--- src/rtl/sdr_ref_pkg.sv ---
package sdr_ref_pkg;
  // {cs_n, ras_n, cas_n, we_n}
  typedef enum logic [3:0] {
    CMD_REF  = 4'b0001,
    CMD_PALL = 4'b0010,
    CMD_NOP  = 4'b0111
  } cmd_e;

  typedef enum logic [3:0] {
    ST_IDLE, ST_DRAIN, ST_PALL, ST_TRP, ST_REF, ST_TRC,
    ST_SRE, ST_SELF, ST_CKS, ST_XRC
  } state_e;

  typedef enum logic [1:0] {
    GOAL_REF, GOAL_ENTER, GOAL_EXIT
  } goal_e;
endpackage

--- src/rtl/ref_wait_timer.sv ---
module ref_wait_timer #(
  parameter int W = 4
) (
  input  logic         clk,
  input  logic         rst_n,
  input  logic         load,
  input  logic [W-1:0] value,
  output logic         done
);
  logic [W-1:0] cnt;

  always_ff @(posedge clk) begin
    if (!rst_n)          cnt <= '0;
    else if (load)       cnt <= value;
    else if (cnt != '0)  cnt <= cnt - 1'b1;
  end

  assign done = (cnt == '0);

  // a nonzero load must hold off completion in the next cycle
  a_r4_wait_not_skipped: assert property (@(posedge clk) disable iff (!rst_n)
    (load && value != '0) |=> !done);
endmodule

--- src/rtl/ref_interval_timer.sv ---
module ref_interval_timer #(
  parameter int INTERVAL = 97
) (
  input  logic clk,
  input  logic rst_n,
  input  logic restart,
  input  logic hold,
  output logic due
);
  localparam int W = $clog2(INTERVAL + 1);
  localparam logic [W-1:0] LAST = W'(INTERVAL - 1);

  logic [W-1:0] cnt;

  always_ff @(posedge clk) begin
    if (!rst_n)             cnt <= '0;
    else if (restart)       cnt <= W'(1);
    else if (hold)          cnt <= cnt;
    else if (cnt != LAST)   cnt <= cnt + 1'b1;
  end

  assign due = (cnt == LAST);

  // once due, the request persists until a refresh restarts the count
  a_r2_due_persists: assert property (@(posedge clk) disable iff (!rst_n)
    (due && !restart) |=> due);
endmodule

--- src/rtl/sdr_refresh_ctrl.sv ---
module sdr_refresh_ctrl
  import sdr_ref_pkg::*;
#(
  parameter int REF_INTERVAL = 97,
  parameter int T_RC         = 5,
  parameter int T_RP         = 2,
  parameter int T_CKS        = 1,
  parameter int BURST_CNT    = 2048
) (
  input  logic clk,
  input  logic rst_n,
  input  logic host_req,
  output logic host_gnt,
  output logic host_busy,
  input  logic lp_req,
  input  logic wake_req,
  input  logic rd_pending,
  input  logic banks_open,
  input  logic burst_mode,
  output logic cs_n,
  output logic ras_n,
  output logic cas_n,
  output logic we_n,
  output logic cke,
  output logic pall_req,
  output logic sr_active
);
  localparam int TMAX = (T_RC > T_RP) ? ((T_RC > T_CKS) ? T_RC : T_CKS)
                                      : ((T_RP > T_CKS) ? T_RP : T_CKS);
  localparam int TW = $clog2(TMAX + 1);
  localparam int BW = $clog2(BURST_CNT + 1);
  localparam int SW = $clog2(T_CKS + T_RC + TMAX + 1);

  state_e          state, state_n;
  goal_e           goal, goal_n;
  logic [BW-1:0]   burst_left, left_n, burst_init;
  logic            t_load, t_done, due, iv_restart, iv_hold;
  logic [TW-1:0]   t_val;
  cmd_e            cmd;

  ref_wait_timer #(.W(TW)) u_wait (
    .clk(clk), .rst_n(rst_n), .load(t_load), .value(t_val), .done(t_done)
  );

  ref_interval_timer #(.INTERVAL(REF_INTERVAL)) u_interval (
    .clk(clk), .rst_n(rst_n), .restart(iv_restart), .hold(iv_hold), .due(due)
  );

  assign burst_init = burst_mode ? BW'(BURST_CNT) : '0;
  assign iv_hold    = (state == ST_SRE) || (state == ST_SELF) ||
                      (state == ST_CKS) || (state == ST_XRC);

  always_comb begin
    state_n    = state;
    goal_n     = goal;
    left_n     = burst_left;
    t_load     = 1'b0;
    t_val      = '0;
    iv_restart = 1'b0;
    case (state)
      ST_IDLE: begin
        if (due) begin
          goal_n  = GOAL_REF;
          state_n = banks_open ? ST_PALL : ST_REF;
        end else if (lp_req) begin
          goal_n  = GOAL_ENTER;
          left_n  = burst_init;
          state_n = ST_DRAIN;
        end
      end
      ST_DRAIN: begin
        if (!lp_req) begin
          state_n = ST_IDLE;
        end else if (!rd_pending) begin
          if (banks_open)             state_n = ST_PALL;
          else if (burst_left != '0)  state_n = ST_REF;
          else                        state_n = ST_SRE;
        end else if (due) begin
          goal_n  = GOAL_REF;
          left_n  = '0;
          state_n = banks_open ? ST_PALL : ST_REF;
        end
      end
      ST_PALL: begin
        t_load  = 1'b1;
        t_val   = TW'(T_RP - 2);
        state_n = ST_TRP;
      end
      ST_TRP: begin
        if (t_done)
          state_n = (goal == GOAL_ENTER && burst_left == '0) ? ST_SRE : ST_REF;
      end
      ST_REF: begin
        iv_restart = 1'b1;
        t_load     = 1'b1;
        t_val      = TW'(T_RC - 2);
        if (burst_left != '0) left_n = burst_left - 1'b1;
        state_n    = ST_TRC;
      end
      ST_TRC: begin
        if (t_done) begin
          if (burst_left != '0)       state_n = ST_REF;
          else if (goal == GOAL_ENTER) state_n = ST_SRE;
          else                        state_n = ST_IDLE;
        end
      end
      ST_SRE:  state_n = ST_SELF;
      ST_SELF: begin
        if (wake_req) begin
          t_load  = 1'b1;
          t_val   = TW'(T_CKS - 1);
          state_n = ST_CKS;
        end
      end
      ST_CKS: begin
        if (t_done) begin
          t_load  = 1'b1;
          t_val   = TW'(T_RC - 1);
          state_n = ST_XRC;
        end
      end
      ST_XRC: begin
        if (t_done) begin
          goal_n  = GOAL_EXIT;
          left_n  = burst_mode ? BW'(BURST_CNT) : BW'(1);
          state_n = ST_REF;
        end
      end
      default: state_n = ST_IDLE;
    endcase
  end

  always_ff @(posedge clk) begin
    if (!rst_n) begin
      state      <= ST_IDLE;
      goal       <= GOAL_REF;
      burst_left <= '0;
    end else begin
      state      <= state_n;
      goal       <= goal_n;
      burst_left <= left_n;
    end
  end

  always_comb begin
    cmd = CMD_NOP;
    cke = 1'b1;
    case (state)
      ST_PALL: cmd = CMD_PALL;
      ST_REF:  cmd = CMD_REF;
      ST_SRE:  begin cmd = CMD_REF; cke = 1'b0; end
      ST_SELF: cke = 1'b0;
      default: ;
    endcase
  end

  assign {cs_n, ras_n, cas_n, we_n} = cmd;
  assign pall_req  = (state == ST_PALL);
  assign sr_active = (state == ST_SELF);
  assign host_busy = (state != ST_IDLE) || due || lp_req;
  assign host_gnt  = host_req && !host_busy;

  // ---------------- assertions and their spacing counters ----------------
  logic          bus_ref, bus_pall, bus_cmd;
  logic [SW-1:0] since_ref, since_pall, since_cke;

  assign bus_ref  = ({cs_n, ras_n, cas_n, we_n} == 4'b0001);
  assign bus_pall = ({cs_n, ras_n, cas_n, we_n} == 4'b0010);
  assign bus_cmd  = ({cs_n, ras_n, cas_n, we_n} != 4'b0111);

  always_ff @(posedge clk) begin
    if (!rst_n) begin
      since_ref  <= '1;
      since_pall <= '1;
      since_cke  <= '1;
    end else begin
      if (bus_ref)               since_ref <= SW'(1);
      else if (since_ref != '1)  since_ref <= since_ref + 1'b1;
      if (bus_pall)              since_pall <= SW'(1);
      else if (since_pall != '1) since_pall <= since_pall + 1'b1;
      if (!cke)                  since_cke <= '0;
      else if (since_cke != '1)  since_cke <= since_cke + 1'b1;
    end
  end

  a_r3_pall_to_ref: assert property (@(posedge clk) disable iff (!rst_n)
    bus_ref |-> since_pall >= SW'(T_RP));

  a_r4_ref_spacing: assert property (@(posedge clk) disable iff (!rst_n)
    bus_cmd |-> since_ref >= SW'(T_RC));

  a_r5_no_grant_in_refresh: assert property (@(posedge clk) disable iff (!rst_n)
    host_gnt |-> (!bus_cmd && cke && !pall_req));

  a_r6_entry_after_drain: assert property (@(posedge clk) disable iff (!rst_n)
    $fell(cke) |-> (bus_ref && !rd_pending));

  a_r7_quiet_in_sr: assert property (@(posedge clk) disable iff (!rst_n)
    sr_active |-> (!cke && !bus_cmd));

  a_r9_exit_window: assert property (@(posedge clk) disable iff (!rst_n)
    (bus_cmd && cke) |-> since_cke >= SW'(T_CKS + T_RC));
endmodule

--- config.mk ---
export PLATFORM = sky130hd
export DESIGN_NAME = sdr_refresh_ctrl
export DESIGN_NICKNAME = d
export VERILOG_FILES = /design/src/rtl/sdr_ref_pkg.sv /design/src/rtl/ref_wait_timer.sv /design/src/rtl/ref_interval_timer.sv /design/src/rtl/sdr_refresh_ctrl.sv
export SDC_FILE = /design/constraint.sdc
export NUM_CORES = 1
export LEC_CHECK = 0
export BUFFER_PORTS_ARGS = -buffer_cell sky130_fd_sc_hd__clkbuf_2
export CORE_MARGIN = 2
export CORE_UTILIZATION = 40
export DETAILED_ROUTE_END_ITERATION = 10
export GPL_TIMING_DRIVEN = 0
export PLACE_DENSITY = 0.66
export SKIP_LAST_GASP = 1
export SLEW_MARGIN = 15
export SYNTH_ARGS = -nofsm -noshare
export SYNTH_HDL_FRONTEND = slang
export SYNTH_HIERARCHICAL = 1
export SYNTH_SLANG_ARGS = --single-unit
--- constraint.sdc ---
create_clock -name clk -period 3.75 [get_ports clk]
set_input_delay 0.375 -clock clk [delete_from_list [all_inputs] [get_ports clk]]
set_output_delay 0.375 -clock clk [all_outputs]
set_load 0.005 [all_outputs]
# ---- Word-level counts from Yosys, hierarchy flattened
# Index checks and enable logic that the tools add are counted.
dict set report totals {
  regBits 28
  inputBits 8
  output_inout_bits 9
  elab_cells 111
}
dict set report op_classes {
  addsub 3
  n_eq_ne 26
  muxes 47
  n_bitwise 2
  reduce_logical 27
}
# cell count
set op_table {}
lappend op_table {{12-bit 2-to-1 mux} 9}
lappend op_table {{12-bit one-hot mux with 4 select lines} 1}
lappend op_table {{4-bit 2-to-1 mux} 10}
lappend op_table {{4-bit one-hot mux with 10 select lines} 1}
lappend op_table {{2-bit inequality test, second input constant} 12}
lappend op_table {{3-bit 2-to-1 mux} 7}
lappend op_table {{4-bit by 3-bit equality test with 1-bit output, second input constant} 4}
lappend op_table {{2-bit 2-to-1 mux} 8}
lappend op_table {{12-bit logical NOT} 1}
lappend op_table {{3-bit one-hot mux with 2 select lines} 2}
lappend op_table {{12-bit nonzero test} 1}
lappend op_table {{12-bit by 1-bit subtractor with 12-bit output, second input constant} 1}
lappend op_table {{4-bit by 2-bit equality test with 1-bit output, second input constant} 2}
lappend op_table {{4-bit equality test, second input constant} 2}
lappend op_table {{8-bit AND reduction} 1}
lappend op_table {{4-bit nonzero test} 2}
lappend op_table {{2-bit OR reduction} 4}
lappend op_table {{7-bit by 1-bit adder with 7-bit output, second input constant} 1}
lappend op_table {{7-bit equality test, second input constant} 1}
lappend op_table {{1-bit 2-to-1 mux} 7}
lappend op_table {{7-bit inequality test, second input constant} 1}
lappend op_table {{7-bit AND reduction} 1}
lappend op_table {{2-bit one-hot mux with 3 select lines} 1}
lappend op_table {{6-bit AND reduction} 1}
lappend op_table {{other kinds (15)} 24}

# ---- Logic depth before layout (Yosys ltp)
# Gate-level depths: netlist of run 1.
dict set report depth {
  ltp_word 6
  mapped_depth 10
  mapped_depth_nobuf 9
}

# ---- By module
# The synthesis of run 1 kept the hierarchy.
# mod instances cells_each area_per_inst_um2 seq_area_each_um2
set modules_own_cells {}
lappend modules_own_cells {sdr_refresh_ctrl 1 171 1325.0 360.3}
lappend modules_own_cells {ref_interval_timer 1 43 382.9 140.1}
lappend modules_own_cells {ref_wait_timer 1 22 205.2 60.1}

# ---- Worst setup path after synthesis of run 1
# No wires, ideal clock.
dict set report synth_timing {
  kind {reg-to-reg}
  from {reg u_interval.cnt[0]}
  to {reg burst_left[10]}
  t_arrival_ns 2.162
  path_slack_ns 1.515
  stages_incl_launch_ff 10
  n_path_buf 0
  synth_period_minus_slack_ns 2.235
  path_cell_list {dfxtp_1 inv_1 ha_1 nor2b_1 and2_2 nand3_1 a211oi_4 nand3_4 or4_1 a21oi_1}
}
dict set report synth_via {
  elab_chain_len 3
  word_cells_on_any_way 4
}
# element line
set synth_lines {}
lappend synth_lines {{from (decl)} ref_interval_timer.sv:13} ;# logic [W-1:0] cnt;
lappend synth_lines {{from (signal assigned)} ref_interval_timer.sv:18} ;# else if (hold) cnt <= cnt;
lappend synth_lines {{from (signal assigned)} ref_interval_timer.sv:19} ;# else if (cnt != LAST) cnt <= cnt + 1'b1;
lappend synth_lines {{7-bit equality test *} ref_interval_timer.sv:22} ;# assign due = (cnt == LAST);
lappend synth_lines {{named net due} sdr_refresh_ctrl.sv:37} ;# logic t_load, t_done, due, iv_restart, iv_hold;
lappend synth_lines {{2-bit inequality test (no line)} -}
lappend synth_lines {{8-bit AND reduction (no line) *} -}
lappend synth_lines {{to (signal assigned)} sdr_refresh_ctrl.sv:141} ;# burst_left <= left_n;
lappend synth_lines {{to (decl)} sdr_refresh_ctrl.sv:36} ;# logic [BW-1:0] burst_left, left_n, burst_init;
# The timed path passes the listed nets; every way through them passes the cells marked *.
# A chain may end at the register's enable or synchronous reset.

# ---- Worst setup path in the final report of run 1
# Same ends and word-level chain as after synthesis.

==> results.md, run 1 <==
* Outcome: complete, no violations
* CORE AREA at 4660 um2
* H-tree depth at 1
* Chip Height at 73.2 um
* Main combinational cell family by area after synthesis: simple AND/OR/NAND/NOR gates
* Vias per inst at 5.58
* PD cells at 734 nW/um2
* Most frequent cells in the layout: dfxtp_1, nor2_1, nand2_1
* Crit path max-delay cell type: or4_1
* First-pass GRT wire length at 6910 um
* Share of layout cells above drive strength 1 at 0.157
* N_diodes at 0
* Post-synthesis sequential area ratio at 0.293
* Crit path required time at 3960 ps
* CP Depth at 9
* Post-synth EDFFs at 0
* DR iter-0 viols at 152
* Hold-fix buffers, CTS at 0
* Count of final setup violators at 0
* Port Buffers at 15
* P&R area growth vs syn at 11.2%
* Vias in the first global route at 1538
* Final WL at 4130 um
* Ys async rst share at 0
* CTS tree: done
* Pre-CTS worst setup slack at 1240 ps
* Setup crit start: u_interval/cnt[0]$_SDFFE_PN0P_
* Hold_ws at 440 ps
* Yosys cell types at 60
* DP Wirelength at 3070 um
* Met1 GRT Util at 0.218
* Worst-margin pin slew at 727 ps
* Setup TNS Final at 0 ps
* Root buffer cell: clkbuf_8
* Synth Area in Simple Gates at 0.377
* Post-route DRC at 0
* Initial Utilization at 0.410
* Max Fclk at 0.390 GHz
* Max_slew headroom at 0.513
* Slowest Stage Delay on Critical Path at 500 ps
* Design Power at 1.56 mW
* Die area at 5350 um2
* Worst reg2reg path depth at 9
* End of the critical path: burst_left[10]$_SDFFE_PN0P_
* FF-to-FF Start: u_interval/cnt[0]$_SDFFE_PN0P_
* Endpoint class of the critical path: flip-flop
* Largest net degree at the start of global routing at 17
* DRT Pass-1 Iters at 4
* Hold crit path type: in -> reg
* Arrival time worst endpoint at 2780 ps
* Worst path bufs/invs at 1
* Syn Inst Count at 236
* Worst R2R End: burst_left[10]$_SDFFE_PN0P_
* Worst-skew pair later-pin latency at 280 ps
* RSZ-0062 raised after global routing: no
* Critical-path maximum fanout at 10
* Post-Synth Adder-Cell Area at 0.0392
* Worst path cell trace: inv_1 -> ha_1 -> nor2b_1 -> and2_2 -> nand3_1 -> a211oi_4 -> nand3_4 -> or4_1 -> a21oi_1
* Commonest non-fill, non-tap cell in the layout: dfxtp_1
* Fin area at 2130 um2
* Pleak at 0.845 nW
* Register clock-pin slew on the reported worst setup and hold paths at 100 ps
* GRT met2 Usage at 0.267
* Final WS setup at 1180 ps
* CTS resizes at 0
* Num Clock Sinks at 28
* Post-route ant nets at 0
* Final GP Congestion at 0.894
* DR vias at 1724
* Compound-cell area share of the yosys netlist at 0.194
* Grt peak-use layer: met2
* Mapped Nets at 250
* Top delay family on crit path: simple AND/OR/NAND/NOR gates
* Die X at 73.2 um
* TritonCTS Buffers at 3
* Path type of the worst setup path: reg -> reg
* Max VDD drop at 0.386 mV
* Placed cell area at 2060 um2
* Slew Limit Fails at 0
* Synth Flop Type: dfxtp_1
* CTS Buffer Depth at 2
* Fin. Hold Viols at 0
* Tot GR Track Use at 0.162
* # IOs at 17
* Post-synthesis cell area at 1910 um2
* Synth Warn # at 6
* Clock skew at 4.79 ps
* Period utilization at 0.684
* FF+latch count, synth at 28
* Cell row count at 25
* Layout net count at 270
* R2r setup slk at 1180 ps
* Worst setup SP type: flip-flop
* Met3 Track Usage GR at 0.0207
* Setup bufs post-CTS at 0
* WL/cell at 13.4 um
* Max Cap Viol at 0
* Xor/xnor cell area share of the yosys netlist at 0.0275
* Fraction of synthesized area in multiplexers at 0.0111
* Initial antenna violation count at 0
* Mean Syn Cell Area at 8.11 um2
* Crit path time final at 2570 ps
* GRT overflow at 0
per-stage QoR:
| step | utilization | instances |
|---|---|---|
| floorplan | - | 236 |
| detailed placement | 0.441 | 305 |
| global placement | 0.441 | 305 |
| global route | 0.456 | 309 |
| finish | 0.456 | 309 |
| CTS | 0.456 | 309 |
routing by layer:
layer | share of wire | wire length (um)
met5 | 0 | 0
met4 | 0.0070 | 29
met3 | 0.031 | 130
met2 | 0.46 | 1900
met1 | 0.50 | 2070
synth_stat cells, types with 3 or more instances:
library cell  count  area [um2]
dfxtp_1          28         561
nor2_1           19        71.3
nand2_1          18        67.6
inv_1            15        56.3
nor2b_1          15        93.8
a21oi_1          12        60.1
nand3_1           8        40.0
o21ai_1           8        40.0
or3_1             8        50.1
nand4_1           7        43.8
ha_1              6        75.1
clkbuf_1          5        18.8
nand3b_1          5        37.5
nand4b_1          5        43.8
o21ai_0           5        25.0
xor2_1            5        43.8
nand2b_1          4        25.0
nor4b_1           4        35.0
o31ai_1           4        30.0
or4_1             4        30.0
buf_4             3        22.5
how the worst min path moves through the flow:
stage                               startpoint                     to  cells past startpoint
after CTS                             wake_req  state[3]$_SDFFE_PN0P_                      3
after detailed placement  goal[0]$_SDFFE_PN0P_   goal[0]$_SDFFE_PN0P_                      2
after floorplan           goal[0]$_SDFFE_PN0P_   goal[0]$_SDFFE_PN0P_                      2
after global routing                  wake_req  state[3]$_SDFFE_PN0P_                      3
after global placement    goal[0]$_SDFFE_PN0P_   goal[0]$_SDFFE_PN0P_                      2
final                                 wake_req  state[3]$_SDFFE_PN0P_                      3
layout make-up:
cell class                      count  area (um2)
Multi-Input combinational cell    183        1240
Buffer                             10        51.3
Timing Repair Buffer               15        75.1
Clock buffer                        3        41.3
Sequential cell                    28         561
Fill cell                         457        2530
Tap cell                           54        67.6
Clock inverter                      1        30.0
Inverter                           15        56.3
worst reg2reg max path, stage by stage, from the launching register on:
cell,delay [ps]
dfxtp_1,360
inv_1,80
ha_1,130
nor2b_1,210
and2_2,270
nand3_1,170
a211oi_4,440
nand3_4,180
or4_1,500
a21oi_1,150
sequential cells by signal, indices dropped and copies added (netlist names):
signal          cells
goal                2
state               4
burst_left         12
u_wait/cnt          3
u_interval/cnt      7
kinds of logic (layout without fill, tap and decap cells):
group | after synthesis | count (layout)
multiplexers | 2 | 2
other | 1 | 1
XOR/XNOR | 6 | 6
adder cells (fa/ha/maj) | 6 | 6
buffers and inverters | 25 | 44
flip-flops | 28 | 28
AO/OA/AOI/OAI | 53 | 53
AND/OR/NAND/NOR | 115 | 115
power breakdown:
group          switching, mW  total, mW  internal [mW]  leakage, nW
Combinational          0.505      0.872          0.366        0.580
Clock                 0.0992      0.242          0.143       0.0357
Sequential            0.0660      0.447          0.381        0.229
Total                  0.671       1.56          0.890        0.845
(Power assumes the default switching activity.)
==> run 2: changes to the inputs <==
--- a/config.mk
+++ b/config.mk
@@ -10,7 +10,7 @@
 export CORE_UTILIZATION = 40
 export DETAILED_ROUTE_END_ITERATION = 10
 export GPL_TIMING_DRIVEN = 0
-export PLACE_DENSITY = 0.66
+export PLACE_DENSITY = 0.68
 export SKIP_LAST_GASP = 1
 export SLEW_MARGIN = 15
 export SYNTH_ARGS = -nofsm -noshare
==> constraint.sdc (replaced) <==
create_clock -name clk -period 2.1 [get_ports clk]
set_input_delay 0.21 -clock clk [delete_from_list [all_inputs] [get_ports clk]]
set_output_delay 0.21 -clock clk [all_outputs]
set_load 0.005 [all_outputs]
==> run 2 against run 1 <==
The flow now finishes with violations (setup timing). Cell count grew 7.1%. Power grew 110%. Maximum frequency grew 21%. Largest power group unchanged. Global-route usage grew 3.0 points. Critical path depth is the same. Sequential cell count is the same. First-iteration DRC count shrank 19%.
==> results.md, run 2 (synthesized netlist as in run 1, its figures left out) <==
* FF-to-FF Start: u_interval/cnt[1]$_SDFFE_PP0P_ (was u_interval/cnt[0]$_SDFFE_PN0P_)
* Root buffer cell: clkbuf_8 (unchanged)
* # IOs at 17 (unchanged)
* Final core area utilization at 0.527 (was 0.456)
* Layout net count at 293 (was 270)
* Max Fclk at 0.472 GHz (was 0.390 GHz)
* Dpl cells at 305 (unchanged)
* Clock skew at 2.15 ps (was 4.79 ps)
* Crit path time final at 2120 ps (was 2570 ps)
* Cell row count at 25 (unchanged)
* Max VDD drop at 0.962 mV (was 0.386 mV)
* Slowest Stage Delay on Critical Path at 500 ps (about the same)
* Period utilization at 1.01 (was 0.684)
* Endpoint class of the critical path: flip-flop (unchanged)
* CTS Buffer Depth at 2 (unchanged)
* Register clock-pin slew on the reported worst setup and hold paths at 90 ps (was 100 ps)
* Max Cap Viol at 0 (unchanged)
* First-pass GRT wire length at 8210 um (was 6910 um)
* Final WS setup at -20.6 ps (was 1180 ps)
* Vias per inst at 5.76 (was 5.58)
* Arrival time worst endpoint at 2340 ps (was 2780 ps)
* Die X at 73.2 um (unchanged)
* Port Buffers at 15 (unchanged)
* Most frequent cells in the layout: buf_4, dfxtp_1, nor2_1 (was dfxtp_1, nor2_1, nand2_1)
* Outcome: finished, violations left (was complete, no violations)
* Largest regs: burst_left (12), u_interval/cnt (7), state (4) (unchanged)
* P&R area growth vs syn at 28.4% (was 11.2%)
* Final GP Congestion at 0.843 (was 0.894)
* Final WL at 4960 um (was 4130 um)
* Hold path start: wake_req (unchanged)
* Chip Height at 73.2 um (unchanged)
* Max_slew headroom at 0.649 (was 0.513)
* Hold_ws at 232 ps (was 440 ps)
* Crit path max-delay cell type: or4_4 (was or4_1)
* Worst-margin pin slew at 526 ps (was 727 ps)
* Vias in the first global route at 1838 (was 1538)
* Worst hold path endpoint: state[3]$_SDFFE_PN0P_ (unchanged)
* Path type of the worst setup path: reg -> reg (unchanged)
* Initial Utilization at 0.410 (unchanged)
* WL/cell at 15.0 um (was 13.4 um)
* GRT overflow at 0 (unchanged)
* Fin. Hold Viols at 0 (unchanged)
* Crit path required time at 2320 ps (was 3960 ps)
* Fill count at 439 (was 457)
* Worst-skew pair later-pin latency at 270 ps (was 280 ps)
* Register area at 572 um2 (was 561 um2)
* Most frequent cell on the critical path: nand3_4
* Cells on Worst Hold Path at 3 (unchanged)
* DP Wirelength at 3240 um (was 3070 um)
* DRT Pass-1 Iters at 4 (unchanged)
* RSZ-0062 raised after global routing: yes (was no)
* Post-route DRC at 0 (unchanged)
* Design Power at 3.21 mW (was 1.56 mW)
* Initial antenna violation count at 0 (unchanged)
* Share of layout cells above drive strength 1 at 0.339 (was 0.157)
* Most flops, register: burst_left (unchanged)
* Multi-input logic area at 1400 um2 (was 1240 um2)
* Worst R2R End: burst_left[10]$_SDFFE_PN0P_ (unchanged)
* Hold crit path type: in -> reg (unchanged)
* Critical-path maximum fanout at 5 (was 10)
* TritonCTS Buffers at 3 (unchanged)
* Post-route ant nets at 0 (unchanged)
* CTS tree: done (unchanged)
* Largest net degree at the start of global routing at 15 (was 17)
* PD cells at 1310 nW/um2 (was 734 nW/um2)
* Max reg flops at 12 (unchanged)
* CORE AREA at 4660 um2 (unchanged)
* H-tree depth at 1 (unchanged)
* Worst reg2reg path depth at 9 (unchanged)
* Die area at 5350 um2 (unchanged)
* Hold-fix buffers, CTS at 0 (unchanged)
* Tot GR Track Use at 0.192 (was 0.162)
* DR iter-0 viols at 123 (was 152)
* Worst path cell trace: inv_2 -> ha_4 -> nor2b_4 -> and2_4 -> nand3_4 -> a211oi_4 -> nand3_4 -> or4_4 -> a21oi_2 (was inv_1 -> ha_1 -> nor2b_1 -> and2_2 -> nand3_1 -> a211oi_4 -> nand3_4 -> or4_1 -> a21oi_1)
* Failing checks: setup timing
* R2r setup slk at -20 ps (was 1180 ps)
* Slew Limit Fails at 0 (unchanged)
* Worst setup SP type: flip-flop (unchanged)
* Count of final setup violators at 3 (was 0)
* Num Clock Sinks at 28 (unchanged)
* Layout Cells excl Fill at 331 (was 309)
* N_diodes at 0 (unchanged)
* DR vias at 1906 (was 1724)
* Pleak at 0.997 nW (was 0.845 nW)
* Setup TNS Final at -36.6 ps (was 0 ps)
[run 2: layer usage]
metal	part of all wire	up-vias	global-route usage
met2	0.51	51	0.323
met3	0.052	10	0.0442
met1	0.43	899	0.234
met5	0	-	0
li1	-	946	-
met4	0.015	0	0.0761
[run 2: final cells by class]
type | instances | share of cell area
multi-input combinational | 184 | 0.571
inverter | 15 | 0.0239
tap | 54 | 0.0275
clock buffer | 3 | 0.0168
timing repair buffer | 37 | 0.102
buffer | 10 | 0.0260
sequential | 28 | 0.233
[run 2: how the worst max path moves through the flow]
stage / from / end / slack [ps]
finish: u_interval/cnt[1]$_SDFFE_PP0P_ / burst_left[10]$_SDFFE_PN0P_ / -20
global route: u_interval/cnt[1]$_SDFFE_PP0P_ / burst_left[10]$_SDFFE_PN0P_ / -110
CTS: u_wait/cnt[0]$_SDFFE_PN0P_ / goal[0]$_SDFFE_PN0P_ / -40
detailed placement: u_interval/cnt[0]$_SDFFE_PN0P_ / burst_left[6]$_SDFFE_PN0P_ / -270
global placement: u_interval/cnt[0]$_SDFFE_PN0P_ / burst_left[2]$_SDFFE_PN0P_ / -230
floorplan: u_interval/cnt[0]$_SDFFE_PN0P_ / burst_left[10]$_SDFFE_PN0P_ / 20
[run 2: worst max-delay path: cells and delay by family, from the launching register on]
kind	cells	cell delay, ps
buffers and inverters	1	70
AND/OR/NAND/NOR	5	1050
flip-flops	1	330
adder cells (fa/ha/maj)	1	120
AO/OA/AOI/OAI	2	480
[run 2: what timing repair did]
action,CTS,global route
setup buffers,14,8
pin swaps,14,18
endpoints found under the setup margin,22,20
gates resized for setup,24,27
cloned,1,0
[run 2: power breakdown]
group / switching [mW] / leakage [nW] / internal [mW] / total [mW]
combinational: 1.13 / 0.744 / 0.982 / 2.11
clock: 0.167 / 0.0216 / 0.129 / 0.296
sequential: 0.117 / 0.231 / 0.683 / 0.800
[run 2: metrics by stage]
step / setup WS, ps / instance area, um2
floorplan: 18.4 / 1930
global placement: -229 / 2070
global route: -111 / 2460
detailed placement: -273 / 2070
CTS: -41.2 / 2300
finish: -20.6 / 2460
